**src/rtl/pf_pkg.sv**
```systemverilog
package pf_pkg;
  // Direction in which a threshold code is read against a fill level.
  typedef enum logic {
    THR_COUNT_UP   = 1'b0,  // flag while fill > code
    THR_COUNT_DOWN = 1'b1   // flag while fill <= depth-1-code
  } thr_dir_e;
endpackage

```
**src/rtl/pf_fifo_core.sv**
```systemverilog
module pf_fifo_core #(
  parameter int DW = 8,
  parameter int AW = 7
) (
  input  logic          clk,
  input  logic          rst_n,
  input  logic          flush,
  input  logic          wr_valid,
  output logic          wr_ready,
  input  logic [DW-1:0] wr_data,
  output logic          rd_valid,
  input  logic          rd_ready,
  output logic [DW-1:0] rd_data,
  input  logic          commit,
  input  logic          rollback,
  output logic [AW:0]   fill,
  output logic          ovf,
  output logic          unf
);
  localparam int PW    = AW + 1;
  localparam int DEPTH = 1 << AW;

  logic [DW-1:0] mem [DEPTH];
  logic [PW-1:0] wptr, rptr, mark;
  logic          full, empty, wr_fire, rd_fire;
  logic [PW-1:0] wptr_inc, rptr_nxt, dist_r, dist_w, restore;

  assign empty    = (wptr == rptr);
  assign full     = (wptr[AW] != rptr[AW]) && (wptr[AW-1:0] == rptr[AW-1:0]);
  assign wr_fire  = wr_valid && !full;
  assign rd_fire  = rd_ready && !empty;
  assign wptr_inc = wptr + PW'(wr_fire);
  assign rptr_nxt = rptr + PW'(rd_fire);

  // Roll back to the packet boundary unless the reader is already inside it.
  assign dist_r  = rptr_nxt - mark;
  assign dist_w  = wptr - mark;
  assign restore = (dist_r <= dist_w) ? rptr_nxt : mark;

  always_ff @(posedge clk or negedge rst_n) begin
    if (!rst_n) begin
      wptr <= '0;
      rptr <= '0;
      mark <= '0;
      ovf  <= 1'b0;
      unf  <= 1'b0;
    end else if (flush) begin
      wptr <= '0;
      rptr <= '0;
      mark <= '0;
      ovf  <= 1'b0;
      unf  <= 1'b0;
    end else begin
      rptr <= rptr_nxt;
      if (rollback) begin
        wptr <= restore;
        mark <= restore;
      end else begin
        wptr <= wptr_inc;
        if (commit) mark <= wptr_inc;
      end
      if (wr_valid && full) ovf <= 1'b1;
      if (rd_ready && empty) unf <= 1'b1;
    end
  end

  always_ff @(posedge clk) begin
    if (wr_fire && !flush) mem[wptr[AW-1:0]] <= wr_data;
  end

  assign wr_ready = !full;
  assign rd_valid = !empty;
  assign rd_data  = mem[rptr[AW-1:0]];
  assign fill     = wptr - rptr;
endmodule

```
**src/rtl/pf_thr_flag.sv**
```systemverilog
module pf_thr_flag
  import pf_pkg::*;
#(
  parameter int       AW  = 7,
  parameter thr_dir_e DIR = THR_COUNT_UP
) (
  input  logic [AW:0]   fill,
  input  logic [AW-1:0] thr,
  output logic          hit
);
  generate
    if (DIR == THR_COUNT_UP) begin : g_up
      // reached at fill == code + 1
      assign hit = fill > {1'b0, thr};
    end else begin : g_down
      // depth-1-code equals the bitwise complement of the code
      assign hit = fill <= {1'b0, ~thr};
    end
  endgenerate
endmodule

```
**src/rtl/pf_autoflush.sv**
```systemverilog
module pf_autoflush (
  input  logic clk,
  input  logic rst_n,
  input  logic cfg_en,
  input  logic flush,
  output logic active
);
  logic armed;

  always_ff @(posedge clk or negedge rst_n) begin
    if (!rst_n)       armed <= 1'b1;
    else if (!cfg_en) armed <= 1'b0;
    else if (flush)   armed <= 1'b1;
  end

  assign active = cfg_en && armed;
endmodule

```
**src/rtl/pf_fifo_pair.sv**
```systemverilog
module pf_fifo_pair
  import pf_pkg::*;
#(
  parameter int DW = 8,
  parameter int AW = 7
) (
  input  logic          clk,
  input  logic          rst_n,
  input  logic [AW-1:0] cfg_thr,
  input  logic          cfg_autoflush,
  input  logic          rx_in_valid,
  output logic          rx_in_ready,
  input  logic [DW-1:0] rx_in_data,
  input  logic          rx_eop,
  input  logic          rx_crc_ok,
  input  logic          rx_flush,
  output logic          rx_out_valid,
  input  logic          rx_out_ready,
  output logic [DW-1:0] rx_out_data,
  input  logic          tx_in_valid,
  output logic          tx_in_ready,
  input  logic [DW-1:0] tx_in_data,
  input  logic          tx_flush,
  output logic          tx_out_valid,
  input  logic          tx_out_ready,
  output logic [DW-1:0] tx_out_data,
  output logic [AW:0]   rx_fill,
  output logic [AW:0]   tx_fill,
  output logic          rx_thr_hit,
  output logic          tx_thr_hit,
  output logic          rx_ovf,
  output logic          rx_unf,
  output logic          tx_ovf,
  output logic          tx_unf
);
  logic af_active, rx_commit, rx_rollback;

  pf_autoflush u_af (
    .clk(clk), .rst_n(rst_n), .cfg_en(cfg_autoflush),
    .flush(rx_flush), .active(af_active)
  );

  assign rx_rollback = rx_eop && !rx_crc_ok && af_active;
  assign rx_commit   = rx_eop && !rx_rollback;

  pf_fifo_core #(.DW(DW), .AW(AW)) u_rx (
    .clk(clk), .rst_n(rst_n), .flush(rx_flush),
    .wr_valid(rx_in_valid), .wr_ready(rx_in_ready), .wr_data(rx_in_data),
    .rd_valid(rx_out_valid), .rd_ready(rx_out_ready), .rd_data(rx_out_data),
    .commit(rx_commit), .rollback(rx_rollback),
    .fill(rx_fill), .ovf(rx_ovf), .unf(rx_unf)
  );

  pf_fifo_core #(.DW(DW), .AW(AW)) u_tx (
    .clk(clk), .rst_n(rst_n), .flush(tx_flush),
    .wr_valid(tx_in_valid), .wr_ready(tx_in_ready), .wr_data(tx_in_data),
    .rd_valid(tx_out_valid), .rd_ready(tx_out_ready), .rd_data(tx_out_data),
    .commit(1'b0), .rollback(1'b0),
    .fill(tx_fill), .ovf(tx_ovf), .unf(tx_unf)
  );

  pf_thr_flag #(.AW(AW), .DIR(THR_COUNT_UP)) u_rx_thr (
    .fill(rx_fill), .thr(cfg_thr), .hit(rx_thr_hit)
  );

  pf_thr_flag #(.AW(AW), .DIR(THR_COUNT_DOWN)) u_tx_thr (
    .fill(tx_fill), .thr(cfg_thr), .hit(tx_thr_hit)
  );
endmodule

```
**config.mk**
```make
export PLATFORM = sky130hd
export DESIGN_NAME = pf_fifo_pair
export DESIGN_NICKNAME = d
export VERILOG_FILES = /design/src/rtl/pf_pkg.sv /design/src/rtl/pf_fifo_core.sv /design/src/rtl/pf_thr_flag.sv /design/src/rtl/pf_autoflush.sv /design/src/rtl/pf_fifo_pair.sv
export SDC_FILE = /design/constraint.sdc
export NUM_CORES = 2
export LEC_CHECK = 0
export BUFFER_PORTS_ARGS = -buffer_cell sky130_fd_sc_hd__buf_4
export CAP_MARGIN = 20
export CELL_PAD_IN_SITES_DETAIL_PLACEMENT = 0
export CELL_PAD_IN_SITES_GLOBAL_PLACEMENT = 2
export CORE_MARGIN = 2
export CORE_UTILIZATION = 40
export DETAILED_ROUTE_END_ITERATION = 16
export GPL_TIMING_DRIVEN = 0
export MAX_ROUTING_LAYER = met4
export PLACE_DENSITY_LB_ADDON = 0.1
export SLEW_MARGIN = 20
export SYNTH_ARGS = -nofsm -noshare
export SYNTH_HDL_FRONTEND = slang
export SYNTH_HIERARCHICAL = 1
export SYNTH_SLANG_ARGS = --single-unit
```
**constraint.sdc**
```tcl
create_clock -name clk -period 13.25 [get_ports clk]
set_input_delay 1.325 -clock clk [delete_from_list [all_inputs] [get_ports clk]]
set_output_delay 1.325 -clock clk [all_outputs]
set_load 0.02 [all_outputs]
```
==> metrics.cfg <==
[global_routing]
grt.overflow.total = 0
grt.total_usage_pct = 23.4
grt_pass1_vias = 45446
grt_pass1_wl_um = 349000
antenna_found_initial = 10
grt_max_degree = 129

[clock_tree]
cts_buffers = 219
cts.sinks = 2101
clock_latency_ps = 860
clockBufferDepth = 3
cts_resized = 0
tritoncts = yes
htreeDepth = 4
clk_pin_slew_worst_paths_ps = 60
postCtsHoldBufs = 0
post_cts_buffers = 0
clockRootBuffer = clkbuf_16

[synth]
syn_avg_cell_area_um2 = 18.1
synthCells = 4725
synth-main-ff-cell = edfxtp_1
ys_seq_area_share_pct = 73.4
ys_types = 66
yosysWarnings = 6
synth_area_leaders = edfxtp_1, mux4_2, mux2i_1
async_flop_share_pct = 2.52
synth-edff-count = 2048
synth_area_leader_cell = edfxtp_1
netlist_area_um2 = 85600
ys_ff_latch = 2101
synth.top_cell.area_share_pct = 71.9

[routing]
dr.pass1.iters = 7
dr_total_vias = 45820
vias_per_cell = 5.70
drc = 0
wire_per_inst_um = 30.8
drt-initial-drc-count = 4804
routed_wirelength_um = 248000
final_antenna_net_count = 0

[power_and_ir_drop]
p_int_uw = 12200
seqPwrFrac_pct = 44.2
peakVddDrop_uv = 147
p_comb_share_pct = 19.6
finalPower_uw = 16600
switching_share_pct = 26.6
leakage_uw = 0.0308
p_sw_uw = 4430
pwr-share-clk_pct = 36.2
power.density_nw_per_um2 = 171

[setup_path]
worstSetupPathType = flip-flop to primary output
cp_data_arrival_time_ps = 5560
rrSetupSlack_ps = 6470
cp_num_buf_inv = 5
slowest_delay_ps = 790
crit_chain = clkbuf_1 -> inv_1 -> clkbuf_1 -> clkbuf_1 -> ha_1 -> o21ai_0 -> nand2b_1 -> a21o_1 -> a21oi_1 -> xnor2_1 -> ha_1 -> a211oi_2 -> nand2_1 -> o22ai_2 -> buf_4
critPathMaxFanout = 10
critical_path.slowest_cell = clkbuf_1
crit_top_cell = clkbuf_1
worst_setup_path_start_kind = flip-flop
crit_family = buffers and inverters
required_ps = 11930
crit_path_end_kind = primary output

[die]
fp.dieArea_um2 = 218000
pin_count = 76
fp.dieW_um = 467
die_h_um = 467
core_area_um2 = 212000
start_util_pct = 40.3
row_count = 169

[sta]
tightestPinTransition_ps = 1260
hold_viol_final = 0
fin_crit_sh_pct = 52.0
drv_slew = 0
rsz0062_at_grt = no
fin_crit_ps = 6890
slew-limit-headroom_pct = 15.2
fin_setup_tns_ps = 0
fin_skew_ps = 30.3
setup-violations-final = 0
fmax_mhz = 145

[final_layout]
fill_cells = 18449
syn_to_final_growth_pct = 13.4
design_area_um2 = 97000
drive_gt1_share_pct = 17.4
final_nets = 5158

[status]
status = completed

[placed_design]
globalplace.congestion = 0.842
port_buffers = 75
place_hpwl_um = 164000
dpl_cell_area_um2 = 89900

[flow_run]
cap_viol_max_count = 0

[hold_path]
hold_path_class = flip-flop to flip-flop

## final timing paths
| kind | depth (start not counted) | startpoint | endpoint |
|---|---|---|---|
| worst max-delay path | 15 | u_tx/rptr[3] | tx_thr_hit |
| worst min-delay path | 2 | u_rx/unf | u_rx/unf |
| worst max register to register | 22 | u_rx/rptr[5] | u_rx/wptr[5] |
| worst min register to register | 2 | u_rx/unf | u_rx/unf |
| max in group asynchronous | 1 | rst_n | u_tx/wptr[7] |
| min in group asynchronous | 1 | rst_n | u_rx/wptr[1] |
## per-stage QoR
stage          hold WS (ps)  worst slack [ps]  instances  utilization [%]
4_1_cts                 501              6270       8025             45.6
6_report                500              6360       8034             45.7
2_1_floorplan           503              8320       4730                -
5_1_grt                 525              6040       8031             45.7
3_5_place_dp            485              6680       7633             42.4
3_3_place_gp            478              6730       7626             42.2
## layout by cell type, fill, tap and decap left out, drive strengths merged, types with 3 or more instances in the layout
cell type	instances
a211o	4
a211oi	28
a21boi	3
a21o	18
a21oi	37
a31oi	57
a32o	9
a32oi	47
and3	10
buf	245
bufinv	19
clkbuf	364
clkinv	93
clkinvlp	9
conb	6
dfrtp	52
diode	4
edfxtp	2048
fa	6
ha	80
inv	81
mux2i	283
mux4	384
nand2	434
nand2b	12
nand3	140
nand4	11
nor2	332
nor2b	30
nor3	71
nor4	11
o211ai	6
o21a	7
o21ai	44
o21bai	7
o22ai	123
o32ai	16
or2	4
xnor2	44
xor2	22
## layer usage
metal  vias up  track usage [%]  wire length [µm]
li1      19483                -                 -
met1     24654             36.1            120000
met2      1441             32.7            107000
met3       242             3.85             16700
met4         0             4.27              3750
met5         -                -                 0
## flip-flops by register name, summed over array words and instances (netlist names)
register    count
u_rx/ovf        1
u_tx/mark       8
u_tx/mem     1024
u_tx/ovf        1
u_rx/mark       8
u_rx/unf        1
u_af/armed      1
u_tx/rptr       8
u_rx/mem     1024
u_tx/wptr       8
u_tx/unf        1
u_rx/wptr       8
u_rx/rptr       8
## tightest hold or removal path, cell delays in order, from the launching register on
cell,delay (ps)
dfrtp_1,350
a21oi_1,40
nor2_1,70
## Yosys cell counts, types with 7 or more instances
| master | n |
|---|---|
| xnor2_1 | 44 |
| o21ai_1 | 7 |
| o32ai_2 | 9 |
| nor2_1 | 332 |
| nand2b_1 | 12 |
| a21o_1 | 18 |
| xor2_1 | 22 |
| nor4_1 | 11 |
| a32o_1 | 9 |
| nand4_1 | 11 |
| o22ai_1 | 122 |
| buf_1 | 9 |
| a31oi_1 | 57 |
| buf_6 | 57 |
| o32ai_1 | 7 |
| and3_1 | 10 |
| mux2i_1 | 283 |
| a211oi_1 | 27 |
| clkbuf_1 | 97 |
| dfrtp_1 | 52 |
| edfxtp_1 | 2048 |
| buf_2 | 66 |
| nor3_1 | 69 |
| ha_1 | 80 |
| mux4_1 | 39 |
| nand2_1 | 433 |
| buf_8 | 12 |
| nor2b_1 | 29 |
| o21ai_0 | 37 |
| o21a_1 | 7 |
| a21oi_1 | 35 |
| inv_1 | 74 |
| mux4_2 | 345 |
| buf_4 | 7 |
| nand3_1 | 140 |
| buf_12 | 8 |
| a32oi_1 | 47 |
## logic make-up (layout without fill, tap and decap cells)
kind of cell	Yosys count	after routing	synth area share (%)
XOR/XNOR	66	66	0.675
AND/OR/NAND/NOR	1061	1061	5.26
AO/OA/AOI/OAI	408	408	3.32
other	1	10	0.00438
buffers and inverters	334	813	2.42
adder cells (fa/ha/maj)	86	86	1.31
multiplexers	668	668	13.6
flip-flops	2101	2101	73.4
## power by group through the flow
stage | sequential (µW) | clock [µW] | combinational [µW]
after CTS | 7350 | 6170 | 3290
after global routing | 7350 | 6430 | 3500
after detailed placement | 7490 | 0 | 3290
after global placement | 7490 | 0 | 3280
final | 7350 | 6020 | 3260
after floorplan | 7480 | 0 | 2220
## area by class of cell
class | count | area (µm²) | share of cell area [%]
repair buffers | 87 | 933 | 0.962
multi-input cells | 2295 | 20700 | 21.3
well taps | 2821 | 3530 | 3.64
plain buffers | 258 | 1780 | 1.84
flip-flops and latches | 2101 | 62800 | 64.7
diodes | 4 | 10.0 | 0.0103
clock buffers | 266 | 5780 | 5.96
inverters | 76 | 285 | 0.294
clock inverters | 126 | 1180 | 1.22
No activity file was read; power rests on OpenSTA's default activity.
